`src/rtl/seg7_latch_decoder.sv`:
```
module seg7_latch_decoder #(
  parameter int PWM_W = 8
) (
  input  logic             clk,
  input  logic             rst_n,
  input  logic             lamp_test_n,
  input  logic             blank_n,
  input  logic             hold,
  input  logic [3:0]       bcd_in,
  input  logic             duty_we,
  input  logic [PWM_W-1:0] duty_val,
  output logic [6:0]       seg
);
  localparam logic [PWM_W-1:0] DUTY_FULL = '1;

  logic [3:0]       code_q;
  logic [PWM_W-1:0] duty_q;
  logic [PWM_W-1:0] pwm_cnt;
  logic [6:0]       seg_q;
  logic [3:0]       shown;
  logic             lit;
  logic [6:0]       pattern;
  logic [6:0]       seg_d;

  assign shown = hold ? code_q : bcd_in;
  assign lit   = (duty_q == DUTY_FULL) || (pwm_cnt < duty_q);

  always_comb begin
    case (shown)
      4'd0:    pattern = 7'b1111110;
      4'd1:    pattern = 7'b0110000;
      4'd2:    pattern = 7'b1101101;
      4'd3:    pattern = 7'b1111001;
      4'd4:    pattern = 7'b0110011;
      4'd5:    pattern = 7'b1011011;
      4'd6:    pattern = 7'b0011111;
      4'd7:    pattern = 7'b1110000;
      4'd8:    pattern = 7'b1111111;
      4'd9:    pattern = 7'b1110011;
      default: pattern = 7'b0000000;
    endcase
  end

  assign seg_d = !lamp_test_n     ? 7'b1111111 :
                 (!blank_n || !lit) ? 7'b0000000 : pattern;

  always_ff @(posedge clk or negedge rst_n) begin
    if (!rst_n) begin
      code_q  <= 4'd0;
      duty_q  <= DUTY_FULL;
      pwm_cnt <= '0;
      seg_q   <= 7'b0000000;
    end else begin
      if (!hold)  code_q <= bcd_in;
      if (duty_we) duty_q <= duty_val;
      pwm_cnt <= pwm_cnt + 1'b1;
      seg_q   <= seg_d;
    end
  end

  assign seg = seg_q;
endmodule


```
`config.mk`:
```
export PLATFORM = sky130hd
export DESIGN_NAME = seg7_latch_decoder
export DESIGN_NICKNAME = d
export VERILOG_FILES = /design/src/rtl/seg7_latch_decoder.sv
export SDC_FILE = /design/constraint.sdc
export NUM_CORES = 1
export LEC_CHECK = 0
export BUFFER_PORTS_ARGS = -buffer_cell sky130_fd_sc_hd__buf_2
export CELL_PAD_IN_SITES_DETAIL_PLACEMENT = 2
export CELL_PAD_IN_SITES_GLOBAL_PLACEMENT = 2
export CORE_UTILIZATION = 35
export DETAILED_ROUTE_END_ITERATION = 10
export GPL_ROUTABILITY_DRIVEN = 0
export GPL_TIMING_DRIVEN = 0
export PLACE_DENSITY_LB_ADDON = 0.3
export SYNTH_ARGS = -nofsm -noshare
export SYNTH_HDL_FRONTEND = slang
export SYNTH_SLANG_ARGS = --single-unit
```
`constraint.sdc`:
```
create_clock -name clk -period 2.7 [get_ports clk]
set_input_delay 0.54 -clock clk [delete_from_list [all_inputs] [get_ports clk]]
set_output_delay 0.54 -clock clk [all_outputs]
set_load 0.03 [all_outputs]
```
==> results.txt, run 1 <==
Post-synth cell types -> 37
Antenna cells -> 0
Max Cap Viol -> 0
Tightest Pin Transition -> 0.609 ns
Total track usage -> 18.1%
Avg Inst Size Synth -> 11.1 µm²
Final hold slack -> 0.260 ns
DR iter-0 viols -> 42
H-tree Lvls -> 1
Drc violations -> 0
WL/cell -> 17.3 µm
Die Wd -> 65.7 µm
Vias in the first global route -> 1173
Crit path required time -> 2.87 ns
Setup Viol. Count Final -> 0
WL final -> 3500 µm
WS Path Type -> flip-flop to flip-flop
Clock net sink count -> 27
Post-Syn Area -> 0.00142 mm²
Status -> completed
Reg2Reg Depth -> 6
Mapped Cells -> 128
RR Endpoint -> seg[1]
Static leakage -> 0.774 nW
Pwr dens -> 540 mW/mm²
CP Max Fanout -> 5
RSZ-0062 raised after global routing -> no
Postcts setup bufs -> 0
Final HPWL DP -> 2750 µm
Pwr Total -> 0.000885 W
Largest net degree at the start of global routing -> 28
Initial antenna violation count -> 0
Ys Warns -> 0
Ratio of cells with drive above 1 in the final layout -> 29.7%
Post-layout minimum cycle time -> 2.31 ns
Seq cells post-synth -> 27
Critical Path End -> seg[1]
Final TNS setup -> 0 ns
Slew headroom -> 59.4%
Maximum vdd drop -> 0.272 mV
FMAX -> 433 MHz
Die Area -> 0.00431 mm²
Final Cell Area -> 0.00164 mm²
Std-Cell Rows -> 22
Startpoint type of the worst setup path -> flip-flop
Tcrit/Tclk final -> 85.5%
Dpl cell area -> 0.00159 mm²
CP Capture Type -> flip-flop
CP Launch Point -> duty_q[6]
Initial core utilization -> 37.6%
Total grt overflow -> 0
Clk buf depth -> 2
Root Buffer Master -> clkbuf_8
Sequential fraction of the synthesis area -> 48.3%
Slew Limit Fails -> 0
Reg-to-reg startpoint -> duty_q[6]
CTS clk-pin slew, worst paths -> 0.10 ns
Min-Delay Path Class -> input pin to asynchronous set/reset pin
Ports -> 25
CP arrival -> 2.48 ns
First-pass GRT wire length -> 5870 µm
Highest-count cells in the layout ignoring fill and taps -> 23 x buf_2, 19 x dfrtp_1, 13 x nand2_1
Port bufs -> 23
P&R area growth vs syn -> 15.5%
Net count, final -> 186
Vias -> 1067
R2r setup slk -> 0.39 ns
Leading cell type in the layout, fill and taps excluded -> buf_2
Pre-Repair DR Iteration Count -> 4
CTS tree -> built
Antenna viol nets, final -> 0
Num CTS Buffers -> 3
Vias/cell -> 5.26
Non-filler cells, final -> 203
Mapped Nets -> 158
DIE HEIGHT -> 65.7 µm
Inst Count DP -> 199
Post-CTS Resized -> 0
Core Footprint -> 0.00377 mm²
Final Hold Viols -> 0
Clock Latency Late Sink -> 0.28 ns
Clock skew -> 0.00540 ns
Hold-fix buffers at CTS -> 0
==> how the worst min path moves through the flow <==
stage	startpoint	end	slack, ns	cells past startpoint
floorplan	rst_n	code_q[0]	0.24	0
global placement	pwm_cnt[0]	pwm_cnt[0]	0.47	1
detailed placement	pwm_cnt[0]	pwm_cnt[0]	0.48	1
CTS	rst_n	pwm_cnt[0]	0.27	1
global route	rst_n	pwm_cnt[0]	0.29	1
finish	rst_n	pwm_cnt[0]	0.26	1
==> logic make-up after synthesis <==
kind of cell / Yosys count / synth area share [%]
buf+inv: 15 / 4.50
compound gates: 27 / 14.6
mux: 7 / 6.88
fa+ha+maj: 12 / 10.6
xor+xnor: 6 / 3.70
flops: 27 / 48.3
simple gates: 34 / 11.5
==> worst max-delay path, stage by stage (launching register included) <==
cell and delay [ns]:
dfstp_2 0.54, inv_1 0.06, ha_1 0.31, and3_1 0.21
a221oi_1 0.49, o32ai_2 0.23, o31ai_1 0.36
==> power by group <==
part | leakage (nW) | internal [W] | switching [W]
combinational | 0.444 | 0.0000692 | 0.000121
clock | 0.0228 | 0.000106 | 0.000135
sequential | 0.308 | 0.000441 | 0.0000130
total | 0.774 | 0.000616 | 0.000269
==> layer usage <==
| layer | vias to the layer above | share of wire [%] | global-route usage, % |
|---|---|---|---|
| li1 | 502 | - | - |
| met2 | 15 | 50 | 30.9 |
| met1 | 545 | 47 | 24.1 |
| met5 | - | 0 | 0 |
| met4 | 0 | 1.1 | 4.08 |
| met3 | 5 | 2.4 | 2.60 |
==> per-stage QoR <==
stage | util, % | setup WS, ns
final | 43.5 | 0.392
after CTS | 43.5 | 0.302
after floorplan | - | 0.805
after global placement | 42.3 | 0.583
after global routing | 43.5 | 0.236
after detailed placement | 42.3 | 0.421
==> sequential cells by signal (all words and copies together), names as in the netlist <==
register / count
code_q: 4
duty_q: 8
pwm_cnt: 8
seg: 7
==> synth_stat cells <==
cell type | number | area share [%]
o21a_1 | 1 | 0.53
and3_1 | 3 | 1.3
a21o_1 | 1 | 0.53
nand2_2 | 1 | 0.44
dfstp_2 | 8 | 15
a2111oi_4 | 1 | 1.9
o22ai_1 | 1 | 0.44
o21ai_2 | 1 | 0.62
mux2i_2 | 1 | 0.97
buf_6 | 1 | 0.79
nor2_1 | 3 | 0.79
a221oi_2 | 1 | 1.1
inv_1 | 12 | 3.2
xnor2_1 | 4 | 2.5
mux2_4 | 2 | 2.1
nand3_1 | 6 | 2.1
o21ai_0 | 9 | 3.2
a221oi_1 | 2 | 1.2
o32ai_2 | 1 | 1.1
a21oi_1 | 3 | 1.1
mux2i_1 | 2 | 1.4
xor2_1 | 2 | 1.2
mux2_2 | 1 | 0.79
nand2b_1 | 1 | 0.44
o31ai_1 | 3 | 1.6
o211ai_1 | 1 | 0.53
nor4_1 | 1 | 0.44
nand2_1 | 13 | 3.4
nand4_1 | 2 | 0.88
inv_2 | 1 | 0.26
mux2i_4 | 1 | 1.6
nor3_1 | 3 | 1.1
clkbuf_1 | 1 | 0.26
ha_1 | 12 | 11
nor3b_1 | 1 | 0.53
dfrtp_1 | 19 | 34
o21ai_1 | 2 | 0.71
==> area by class of cell <==
type / instances / area, µm²
multi-input combinational: 86 / 669
fill: 416 / 2130
buffer: 2 / 15.0
tap: 48 / 60.1
timing repair buffer: 23 / 115
sequential: 27 / 686
inverter: 13 / 48.8
clock buffer: 4 / 45.0
Power figures use the tool's default switching activity.
==> run 2, diff against run 1 <==
Settings changed: CORE_UTILIZATION 35 to 37, CTS_BUF_LIST set to sky130_fd_sc_hd__clkbuf_2 sky130_fd_sc_hd__clkbuf_4 sky130_fd_sc_hd__clkbuf_8, REMOVE_ABC_BUFFERS set to 1.
==> results.txt, run 2 (synthesis results as in run 1) <==
Status -> completed
Pre-Repair DR Iteration Count -> 3
CP arrival -> 2.35 ns
Post-CTS Resized -> 0
Tcrit/Tclk final -> 80.1%
Tightest Pin Transition -> 0.582 ns
Port bufs -> 24
Crit path required time -> 2.88 ns
Drc violations -> 0
CTS clk-pin slew, worst paths -> 0.09 ns
CP Max Fanout -> 5
CP Capture Type -> flip-flop
Die Area -> 0.00409 mm²
DR iter-0 viols -> 9
Post-layout minimum cycle time -> 2.16 ns
Net count, final -> 185
Met3 WL -> 98 µm
Pwr Total -> 0.000877 W
Highest-count cells in the layout ignoring fill and taps -> 24 x buf_2, 19 x dfrtp_1, 13 x nand2_1
Final TNS setup -> 0 ns
Clock skew -> 0.00161 ns
Ratio of cells with drive above 1 in the final layout -> 30.5%
Total grt overflow -> 0
WS Path Type -> flip-flop to flip-flop
Clock Latency Late Sink -> 0.27 ns
Area of the multi-input gates -> 669 µm²
Clock net sink count -> 27
Die Wd -> 63.9 µm
Setup Viol. Count Final -> 0
Initial antenna violation count -> 0
Slew Limit Fails -> 0
Leading cell type in the layout, fill and taps excluded -> buf_2
Num CTS Buffers -> 3
Clk buf depth -> 2
Antenna cells -> 0
Max layer used -> met4
FMAX -> 462 MHz
Hold-fix buffers at CTS -> 0
Vias -> 1047
Std-Cell Rows -> 22
Register area -> 686 µm²
Largest stage delay, worst path -> 0.54 ns
Slew headroom -> 61.2%
Worst-path cell chain -> inv_1, ha_1, and3_1, a221oi_1, o32ai_2, o31ai_1
Crit path buf inv count -> 1
Static leakage -> 0.774 nW
Reg-to-reg startpoint -> duty_q[6]
Ports -> 25
Startpoint type of the worst setup path -> flip-flop
Antenna viol nets, final -> 0
M1 WL -> 1410 µm
Root Buffer Master -> clkbuf_8
Final Hold Viols -> 0
Reg2Reg Depth -> 6
First-pass GRT wire length -> 5950 µm
CTS tree -> built
Vias/cell -> 5.18
WL/cell -> 17.0 µm
Total track usage -> 19.4%
Fillers -> 391
CP max-delay cell -> dfstp_2
R2r setup slk -> 0.54 ns
RSZ-0062 raised after global routing -> no
Largest net degree at the start of global routing -> 28
Pwr dens -> 538 mW/mm²
Met2 WL -> 1890 µm
Core Footprint -> 0.00366 mm²
Final HPWL DP -> 2790 µm
DIE HEIGHT -> 63.9 µm
Initial core utilization -> 38.8%
Max Cap Viol -> 0
H-tree Lvls -> 1
P&R area growth vs syn -> 14.9%
Postcts setup bufs -> 0
Maximum vdd drop -> 0.195 mV
CP delay by family, top -> compound AO/OA/AOI/OAI gates
WL final -> 3440 µm
Min-Delay Path Class -> input pin to asynchronous set/reset pin
Vias in the first global route -> 1208
RR Endpoint -> seg[6]
## run 2: cell count changes in the layout (fill, tap and decap cells not counted), sizes merged
cell	previous run	this run
clkinv	0	1
clkbuf	5	3
## run 2: cell type report
class	count	area share [%]
clock inverter	1	0.307
clock buffer	3	2.53
tap	48	3.68
timing repair buffer	24	7.37
sequential	27	42.1
multi-input combinational	86	41.1
inverter	13	2.99
## run 2: how the worst max path moves through the flow
stage                     cells after the start       from      to
final                                         6  duty_q[6]  seg[6]
after global routing                          6  duty_q[6]  seg[6]
after CTS                                     6  duty_q[6]  seg[6]
after detailed placement                      7       hold  seg[3]
after global placement                        7       hold  seg[3]
after floorplan                               6  duty_q[6]  seg[0]
## run 2: layer usage
metal / vias up / global-route usage [%]
met5: - / 0
li1: 499 / -
met1: 525 / 22.3
met3: 5 / 3.39
met2: 18 / 35.9
met4: 0 / 5.97
## run 2: per-stage QoR
| step | hold slack, ns | instances | area [µm²] | setup slack (ns) | utilization, % |
|---|---|---|---|---|---|
| after floorplan | 0.244 | 126 | 1400 | 0.805 | - |
| after global placement | 0.456 | 198 | 1580 | 0.598 | 43.3 |
| after detailed placement | 0.471 | 198 | 1580 | 0.514 | 43.3 |
| after CTS | 0.274 | 202 | 1630 | 0.521 | 44.5 |
| after global routing | 0.296 | 202 | 1630 | 0.457 | 44.5 |
| final | 0.252 | 202 | 1630 | 0.537 | 44.5 |
## run 2: power by group
part / total [W] / switching (W) / internal (W)
clock: 0.000235 / 0.000131 / 0.000104
combinational: 0.000189 / 0.000121 / 0.0000682
sequential: 0.000453 / 0.0000126 / 0.000441
## run 2: worst reg2reg max path: cells and delay by family, from the launching register on
| family | cells | cell delay [ns] |
|---|---|---|
| DFF | 1 | 0.54 |
| adders and majority gates | 1 | 0.30 |
| and+or+nand+nor | 1 | 0.20 |
| buffers and inverters | 1 | 0.05 |
| AOI/OAI and AO/OA | 3 | 0.98 |
